[src/rtl/bwp_pkg.sv]
package bwp_pkg;
   localparam int BYTE_W = 8;

   typedef enum logic [2:0] {
      ST_IDLE  = 3'd0,
      ST_FILL  = 3'd1,
      ST_ISSUE = 3'd2,
      ST_WAIT  = 3'd3,
      ST_DONE  = 3'd4
   } seq_state_t;
endpackage

[src/rtl/bwp_range_chk.sv]
module bwp_range_chk #(
   parameter int ADDR_W    = 21,
   parameter int LEN_W     = 16,
   parameter int DEV_BYTES = 2097152
) (
   input  logic [ADDR_W-1:0] addr_i,
   input  logic [LEN_W-1:0]  len_i,
   output logic              empty_o,
   output logic              over_o
);
   localparam int SUM_W = ((ADDR_W > LEN_W) ? ADDR_W : LEN_W) + 1;
   localparam logic [SUM_W-1:0] LIMIT = SUM_W'(DEV_BYTES);

   logic [SUM_W-1:0] end_sum;

   always_comb begin
      end_sum = SUM_W'(addr_i) + SUM_W'(len_i);
      empty_o = (len_i == '0);
      over_o  = (end_sum > LIMIT);
   end
endmodule

[src/rtl/bwp_lane_fill.sv]
module bwp_lane_fill #(
   parameter int         LANES = 4,
   parameter logic [7:0] PAD   = 8'hFF
) (
   input  logic                     clk,
   input  logic                     rst_n,
   input  logic                     clear_i,
   input  logic                     wr_en_i,
   input  logic [$clog2(LANES)-1:0] wr_lane_i,
   input  logic [7:0]               wr_byte_i,
   output logic [8*LANES-1:0]       word_o
);
   localparam int LANE_W = $clog2(LANES);

   logic [7:0] lane_q [LANES];

   for (genvar g = 0; g < LANES; g++) begin : g_lane
      always_ff @(posedge clk or negedge rst_n) begin
         if (!rst_n)
            lane_q[g] <= PAD;
         else if (clear_i)
            lane_q[g] <= PAD;
         else if (wr_en_i && (wr_lane_i == LANE_W'(g)))
            lane_q[g] <= wr_byte_i;
      end
      assign word_o[8*g +: 8] = lane_q[g];
   end
endmodule

[src/rtl/bwp_seq.sv]
module bwp_seq
   import bwp_pkg::*;
#(
   parameter int ADDR_W = 21,
   parameter int LEN_W  = 16,
   parameter int LANES  = 4
) (
   input  logic                     clk,
   input  logic                     rst_n,
   input  logic                     req_valid,
   input  logic [ADDR_W-1:0]        req_addr,
   input  logic [LEN_W-1:0]         req_len,
   input  logic                     range_empty,
   input  logic                     range_over,
   input  logic                     in_valid,
   input  logic                     wrd_ready,
   input  logic                     rsp_valid,
   input  logic                     rsp_fail,
   output logic                     req_ready,
   output logic                     in_ready,
   output logic                     wrd_valid,
   output logic [ADDR_W-1:0]        wrd_addr,
   output logic                     fill_clear,
   output logic                     fill_wr,
   output logic [$clog2(LANES)-1:0] fill_lane,
   output logic                     done,
   output logic                     done_err,
   output logic [LEN_W-1:0]         done_count
);
   localparam int LANE_W = $clog2(LANES);
   localparam logic [ADDR_W-1:0] STRIDE = ADDR_W'(LANES);

   seq_state_t          state_q;
   logic [ADDR_W-1:0]   addr_q;
   logic [LANE_W-1:0]   lane_q;
   logic [LEN_W-1:0]    remain_q;
   logic [LEN_W-1:0]    total_q;
   logic [LANE_W:0]     nreal_q;
   logic                err_q;

   logic take_byte, last_byte, start_ok, rsp_ok, more_words;

   always_comb begin
      take_byte  = (state_q == ST_FILL) && in_valid;
      last_byte  = (lane_q == LANE_W'(LANES - 1)) || (remain_q == LEN_W'(1));
      start_ok   = (state_q == ST_IDLE) && req_valid && !range_empty && !range_over;
      rsp_ok     = (state_q == ST_WAIT) && rsp_valid && !rsp_fail;
      more_words = rsp_ok && (remain_q != '0);
   end

   always_ff @(posedge clk or negedge rst_n) begin
      if (!rst_n) begin
         state_q  <= ST_IDLE;
         addr_q   <= '0;
         lane_q   <= '0;
         remain_q <= '0;
         total_q  <= '0;
         nreal_q  <= '0;
         err_q    <= 1'b0;
      end else begin
         case (state_q)
            ST_IDLE: begin
               if (req_valid) begin
                  total_q <= '0;
                  nreal_q <= '0;
                  err_q   <= range_over && !range_empty;
                  if (range_empty || range_over) begin
                     state_q <= ST_DONE;
                  end else begin
                     addr_q   <= {req_addr[ADDR_W-1:LANE_W], {LANE_W{1'b0}}};
                     lane_q   <= req_addr[LANE_W-1:0];
                     remain_q <= req_len;
                     state_q  <= ST_FILL;
                  end
               end
            end
            ST_FILL: begin
               if (in_valid) begin
                  lane_q   <= lane_q + LANE_W'(1);
                  remain_q <= remain_q - LEN_W'(1);
                  nreal_q  <= nreal_q + (LANE_W+1)'(1);
                  if (last_byte)
                     state_q <= ST_ISSUE;
               end
            end
            ST_ISSUE: begin
               if (wrd_ready)
                  state_q <= ST_WAIT;
            end
            ST_WAIT: begin
               if (rsp_valid) begin
                  if (rsp_fail) begin
                     err_q   <= 1'b1;
                     state_q <= ST_DONE;
                  end else begin
                     total_q <= total_q + LEN_W'(nreal_q);
                     if (remain_q == '0) begin
                        state_q <= ST_DONE;
                     end else begin
                        addr_q  <= addr_q + STRIDE;
                        lane_q  <= '0;
                        nreal_q <= '0;
                        state_q <= ST_FILL;
                     end
                  end
               end
            end
            ST_DONE: state_q <= ST_IDLE;
            default: state_q <= ST_IDLE;
         endcase
      end
   end

   always_comb begin
      req_ready  = (state_q == ST_IDLE);
      in_ready   = (state_q == ST_FILL);
      wrd_valid  = (state_q == ST_ISSUE);
      wrd_addr   = addr_q;
      fill_clear = start_ok || more_words;
      fill_wr    = take_byte;
      fill_lane  = lane_q;
      done       = (state_q == ST_DONE);
      done_err   = err_q;
      done_count = total_q;
   end
endmodule

[src/rtl/bytewr_packer.sv]
module bytewr_packer #(
   parameter int         ADDR_W    = 21,
   parameter int         LEN_W     = 16,
   parameter int         LANES     = 4,
   parameter int         DEV_BYTES = 2097152,
   parameter logic [7:0] PAD       = 8'hFF
) (
   input  logic                 clk,
   input  logic                 rst_n,
   input  logic                 req_valid,
   output logic                 req_ready,
   input  logic [ADDR_W-1:0]    req_addr,
   input  logic [LEN_W-1:0]     req_len,
   input  logic                 in_valid,
   output logic                 in_ready,
   input  logic [7:0]           in_byte,
   output logic                 wrd_valid,
   input  logic                 wrd_ready,
   output logic [ADDR_W-1:0]    wrd_addr,
   output logic [8*LANES-1:0]   wrd_data,
   input  logic                 rsp_valid,
   input  logic                 rsp_fail,
   output logic                 done,
   output logic                 done_err,
   output logic [LEN_W-1:0]     done_count
);
   localparam int LANE_W = $clog2(LANES);

   if (LANES < 2 || (1 << LANE_W) != LANES) begin : g_bad_lanes
      $error("bytewr_packer: LANES must be a power of two of at least 2");
   end
   if (ADDR_W <= LANE_W || ADDR_W > 30) begin : g_bad_addr
      $error("bytewr_packer: ADDR_W out of range");
   end
   if (LEN_W < LANE_W + 1) begin : g_bad_len
      $error("bytewr_packer: LEN_W too narrow for a word count");
   end
   if (DEV_BYTES < LANES || DEV_BYTES > (1 << ADDR_W)) begin : g_bad_dev
      $error("bytewr_packer: DEV_BYTES does not fit the address space");
   end

   logic              range_empty, range_over;
   logic              fill_clear, fill_wr;
   logic [LANE_W-1:0] fill_lane;

   bwp_range_chk #(
      .ADDR_W(ADDR_W), .LEN_W(LEN_W), .DEV_BYTES(DEV_BYTES)
   ) u_range (
      .addr_i (req_addr),
      .len_i  (req_len),
      .empty_o(range_empty),
      .over_o (range_over)
   );

   bwp_seq #(
      .ADDR_W(ADDR_W), .LEN_W(LEN_W), .LANES(LANES)
   ) u_seq (
      .clk        (clk),
      .rst_n      (rst_n),
      .req_valid  (req_valid),
      .req_addr   (req_addr),
      .req_len    (req_len),
      .range_empty(range_empty),
      .range_over (range_over),
      .in_valid   (in_valid),
      .wrd_ready  (wrd_ready),
      .rsp_valid  (rsp_valid),
      .rsp_fail   (rsp_fail),
      .req_ready  (req_ready),
      .in_ready   (in_ready),
      .wrd_valid  (wrd_valid),
      .wrd_addr   (wrd_addr),
      .fill_clear (fill_clear),
      .fill_wr    (fill_wr),
      .fill_lane  (fill_lane),
      .done       (done),
      .done_err   (done_err),
      .done_count (done_count)
   );

   bwp_lane_fill #(
      .LANES(LANES), .PAD(PAD)
   ) u_fill (
      .clk      (clk),
      .rst_n    (rst_n),
      .clear_i  (fill_clear),
      .wr_en_i  (fill_wr),
      .wr_lane_i(fill_lane),
      .wr_byte_i(in_byte),
      .word_o   (wrd_data)
   );
endmodule

[config.mk]
export PLATFORM = sky130hd
export DESIGN_NAME = bytewr_packer
export DESIGN_NICKNAME = d
export VERILOG_FILES = /design/src/rtl/bwp_pkg.sv /design/src/rtl/bwp_range_chk.sv /design/src/rtl/bwp_lane_fill.sv /design/src/rtl/bwp_seq.sv /design/src/rtl/bytewr_packer.sv
export SDC_FILE = /design/constraint.sdc
export NUM_CORES = 1
export LEC_CHECK = 0
export ABC_AREA = 1
export BUFFER_PORTS_ARGS = -buffer_cell sky130_fd_sc_hd__buf_2
export CAP_MARGIN = 5
export CORE_UTILIZATION = 48
export DETAILED_ROUTE_END_ITERATION = 10
export HOLD_SLACK_MARGIN = 0.03
export PLACE_DENSITY = 0.76
export SYNTH_ARGS = -nofsm -noshare
export SYNTH_HDL_FRONTEND = slang
export SYNTH_SLANG_ARGS = --single-unit
[constraint.sdc]
create_clock -name clk -period 2.8 [get_ports clk]
set_clock_uncertainty 0.2 [all_clocks]
set_input_delay 0.14 -clock clk [delete_from_list [all_inputs] [get_ports clk]]
set_output_delay 0.14 -clock clk [all_outputs]
set_load 0.01 [all_outputs]
==> qor.csv <==
metric,value,unit
via count,6891,
Placed Area,7680,µm²
Seq pwr share,29.3,%
Logic pwr share,56.9,%
HP Class,input pin to flop,
"Slew Viols, Final",0,
highest clock rate,383,MHz
Via density,5.23,
design area,8590,µm²
cell count after synthesis,950,
largest net degree at the start of global routing,40,
worst skew pair latency,0.35,ns
first-pass GRT wire length,30100,µm
Final period util,93.2,%
maxcap violations,0,
Setup-failing EPs final,0,
GR Overflow Total,0,
yosys warns,0,
final hold slack,0.0545,ns
syn avg cell area,7.22,µm²
routability cong.,0.927,
VDD IR max,466,µV
clock slew at reported path FFs,0.07,ns
Ant. Diodes,0,
Clock Power Share,13.8,%
Antenna Nets Post-Route,0,
CTS buffer count,9,
Area Overhead vs Synth,25.3,%
distinct cell type count after synthesis,50,
"Max FO, Critical Path",7,
"slowest stage cell, crit path",dlygate4sd3_1,
Int Pwr,4.84,mW
Worst path most repeated cell,nand2_1,
nets@finish,1213,
flip-flop and latch count after synthesis,92,
GRT Resource Usage Total,26.1,%
number of global-route vias before repair,6279,
antenna violations before repair,0,
Starting Density,49.4,%
Die ar.,14800,µm²
port bufs,123,
wire per inst,14.4,µm
crit path DAT,2.65,ns
crit path kind,input pin to flop,
DRC,0,
"count leader, synth",nand2_1,
IO Count,126,
Fill cells,1251,
post-route setup slack,0.191,ns
top cell type's share of synthesized area,21.9,%
CP peak stage delay,0.59,ns
register area share after synthesis,34.2,%
Routed WL,18900,µm
Yosys top cell by area,dfrtp_1,
Switch Pwr,4.15,mW
Post-DP HPWL,13800,µm
core box area,13900,µm²
Detailed Route Iter0 Violations,480,
CTS Root Cell,clkbuf_16,
fin crit period,2.61,ns
num rows,43,
cells along the critical path,dlygate4sd3_1 -> ha_4 -> nand2_1 -> nor2_2 -> inv_2 -> nor2_4 -> nand3_1 -> nand4_1 -> nand2_1 -> nor2_2 -> nand4_2 -> nand2_2 -> nand3_4 -> clkbuf_16 -> buf_4 -> nand3_2 -> nand2_1,
Post-synth top cells,"292 x nand2_1, 129 x inv_1, 66 x nor2_1",
endpoint type of the worst setup path,flop,
First-pass DRT Iterations,5,
status,completed,
"FFs w/ async S/R, synth",100,%
layout cells sized above 1,24.9,%
number of synthesized flops with an enable pin,0,
Die W,122,µm
Area contributors post-synth,"dfrtp_1 22%, nand2_1 16%, dfstp_2 12%",
Leak,4.60,nW
H-tree levels,3,
die span in y,122,µm
Worst-Margin Slew,0.529,ns
"Req. time, crit path",2.84,ns
Startpoint Class,input pin,
CTS Sinks,92,
CTS tree,yes,
most used flip-flop cell after synthesis,dfrtp_1,
relative slew slack,64.6,%
endpoints failing hold,0,
Sw Share,46.2,%
PwrDens,1050,nW/µm²
mapped cell area,6860,µm²
Place WS,-0.00915,ns
setup TNS,0,ns
Longest Clk Path Bufs,2,
[state kept, by name (all words and copies together) (netlist names)]
name,count
u_seq.state_q,3
u_seq.fill_lane,2
u_seq.wrd_addr,19
u_seq.done_count,16
u_seq.remain_q,16
u_fill.word_o,32
u_seq.nreal_q,3
u_seq.done_err,1
[what timing repair did]
action | 4_1_cts | 5_1_grt
resized for setup | 0 | 16
buffers inserted | 0 | 7
setup endpoints to repair | 0 | 71
hold buffers | 42 | 2
endpoints found under the hold margin | 119 | 8
[path summary, 6_finish.rpt]
path                                                     to  cells past startpoint  slack (ns)                    startpoint
setup / recovery              u_seq.wrd_addr[9]$_DFFE_PN0P_                     17        0.19                  req_addr[15]
hold / removal                 u_seq.nreal_q[0]$_DFFE_PN0P_                      5        0.05                      in_valid
setup reg to reg           u_seq.done_count[14]$_DFFE_PN0P_                     15        0.20  u_seq.nreal_q[0]$_DFFE_PN0P_
hold reg to reg                u_fill.word_o[7]$_DFFE_PN1P_                      2        0.29  u_fill.word_o[7]$_DFFE_PN1P_
max in group asynchronous     u_fill.word_o[10]$_DFFE_PN1P_                      3        1.59                         rst_n
min in group asynchronous   u_seq.done_count[7]$_DFFE_PN0P_                      2        0.09                         rst_n
[stage by stage]
step | power [mW] | util [%] | cells
after CTS | 8.65 | 60.5 | 1308
final | 9.00 | 61.9 | 1317
after detailed placement | 7.34 | 55.3 | 1250
after global routing | 9.75 | 61.9 | 1317
after global placement | 7.20 | 55.3 | 1250
after floorplan | 6.14 | - | 951
[power by group through the flow]
stage / logic, mW / registers [mW] / clock network [mW]
floorplan: 3.42 / 2.73 / 0
finish: 5.12 / 2.64 / 1.24
detailed placement: 4.70 / 2.63 / 0
global placement: 4.57 / 2.63 / 0
global route: 5.73 / 2.71 / 1.31
CTS: 4.77 / 2.62 / 1.26
[layer usage]
layer,track usage (%),part of all wire [%],vias to the layer above
met1,34.6,44,3179
met2,42.1,47,248
li1,-,-,3425
met3,4.56,6.2,39
met4,10.6,2.7,0
met5,0,0,-
[kinds of logic after synthesis]
kind of cell             Yosys count  share of synthesized area [%]
AND/OR/NAND/NOR                  527                           36.0
adder cells (fa/ha/maj)           29                           5.51
buffers and inverters            160                           10.8
flip-flops                        92                           34.2
other                              1                         0.0547
multiplexers                       5                          0.730
XOR/XNOR                          24                           3.07
AO/OA/AOI/OAI                    112                           9.71
[worst max-delay path, delay by kind of cell]
kind                       cells  cell delay [ns]
adders and majority gates      1             0.31
and+or+nand+nor               12             1.15
buffers and inverters          4             1.04
[area by class of cell]
type	instances	area, µm²	area share, %
multi-input cells	699	3840	44.8
flip-flops and latches	92	2340	27.3
repair buffers	195	1370	15.9
inverters	135	510	5.94
clock buffers	13	283	3.29
well taps	180	225	2.62
clock inverters	3	18.8	0.218
[placed cells by master (no fill, tap or decap), types with 25 or more instances in the layout]
| cell type | n |
|---|---|
| dfstp_2 | 32 |
| o21ai_0 | 41 |
| dfrtp_1 | 60 |
| nand3_1 | 43 |
| dlygate4sd3_1 | 43 |
| nand4_1 | 42 |
| inv_1 | 127 |
| nor2_1 | 63 |
| a21oi_1 | 28 |
| nand2_2 | 25 |
| ha_1 | 26 |
| buf_2 | 120 |
| nand2_1 | 291 |
(Power assumes the default switching activity.)
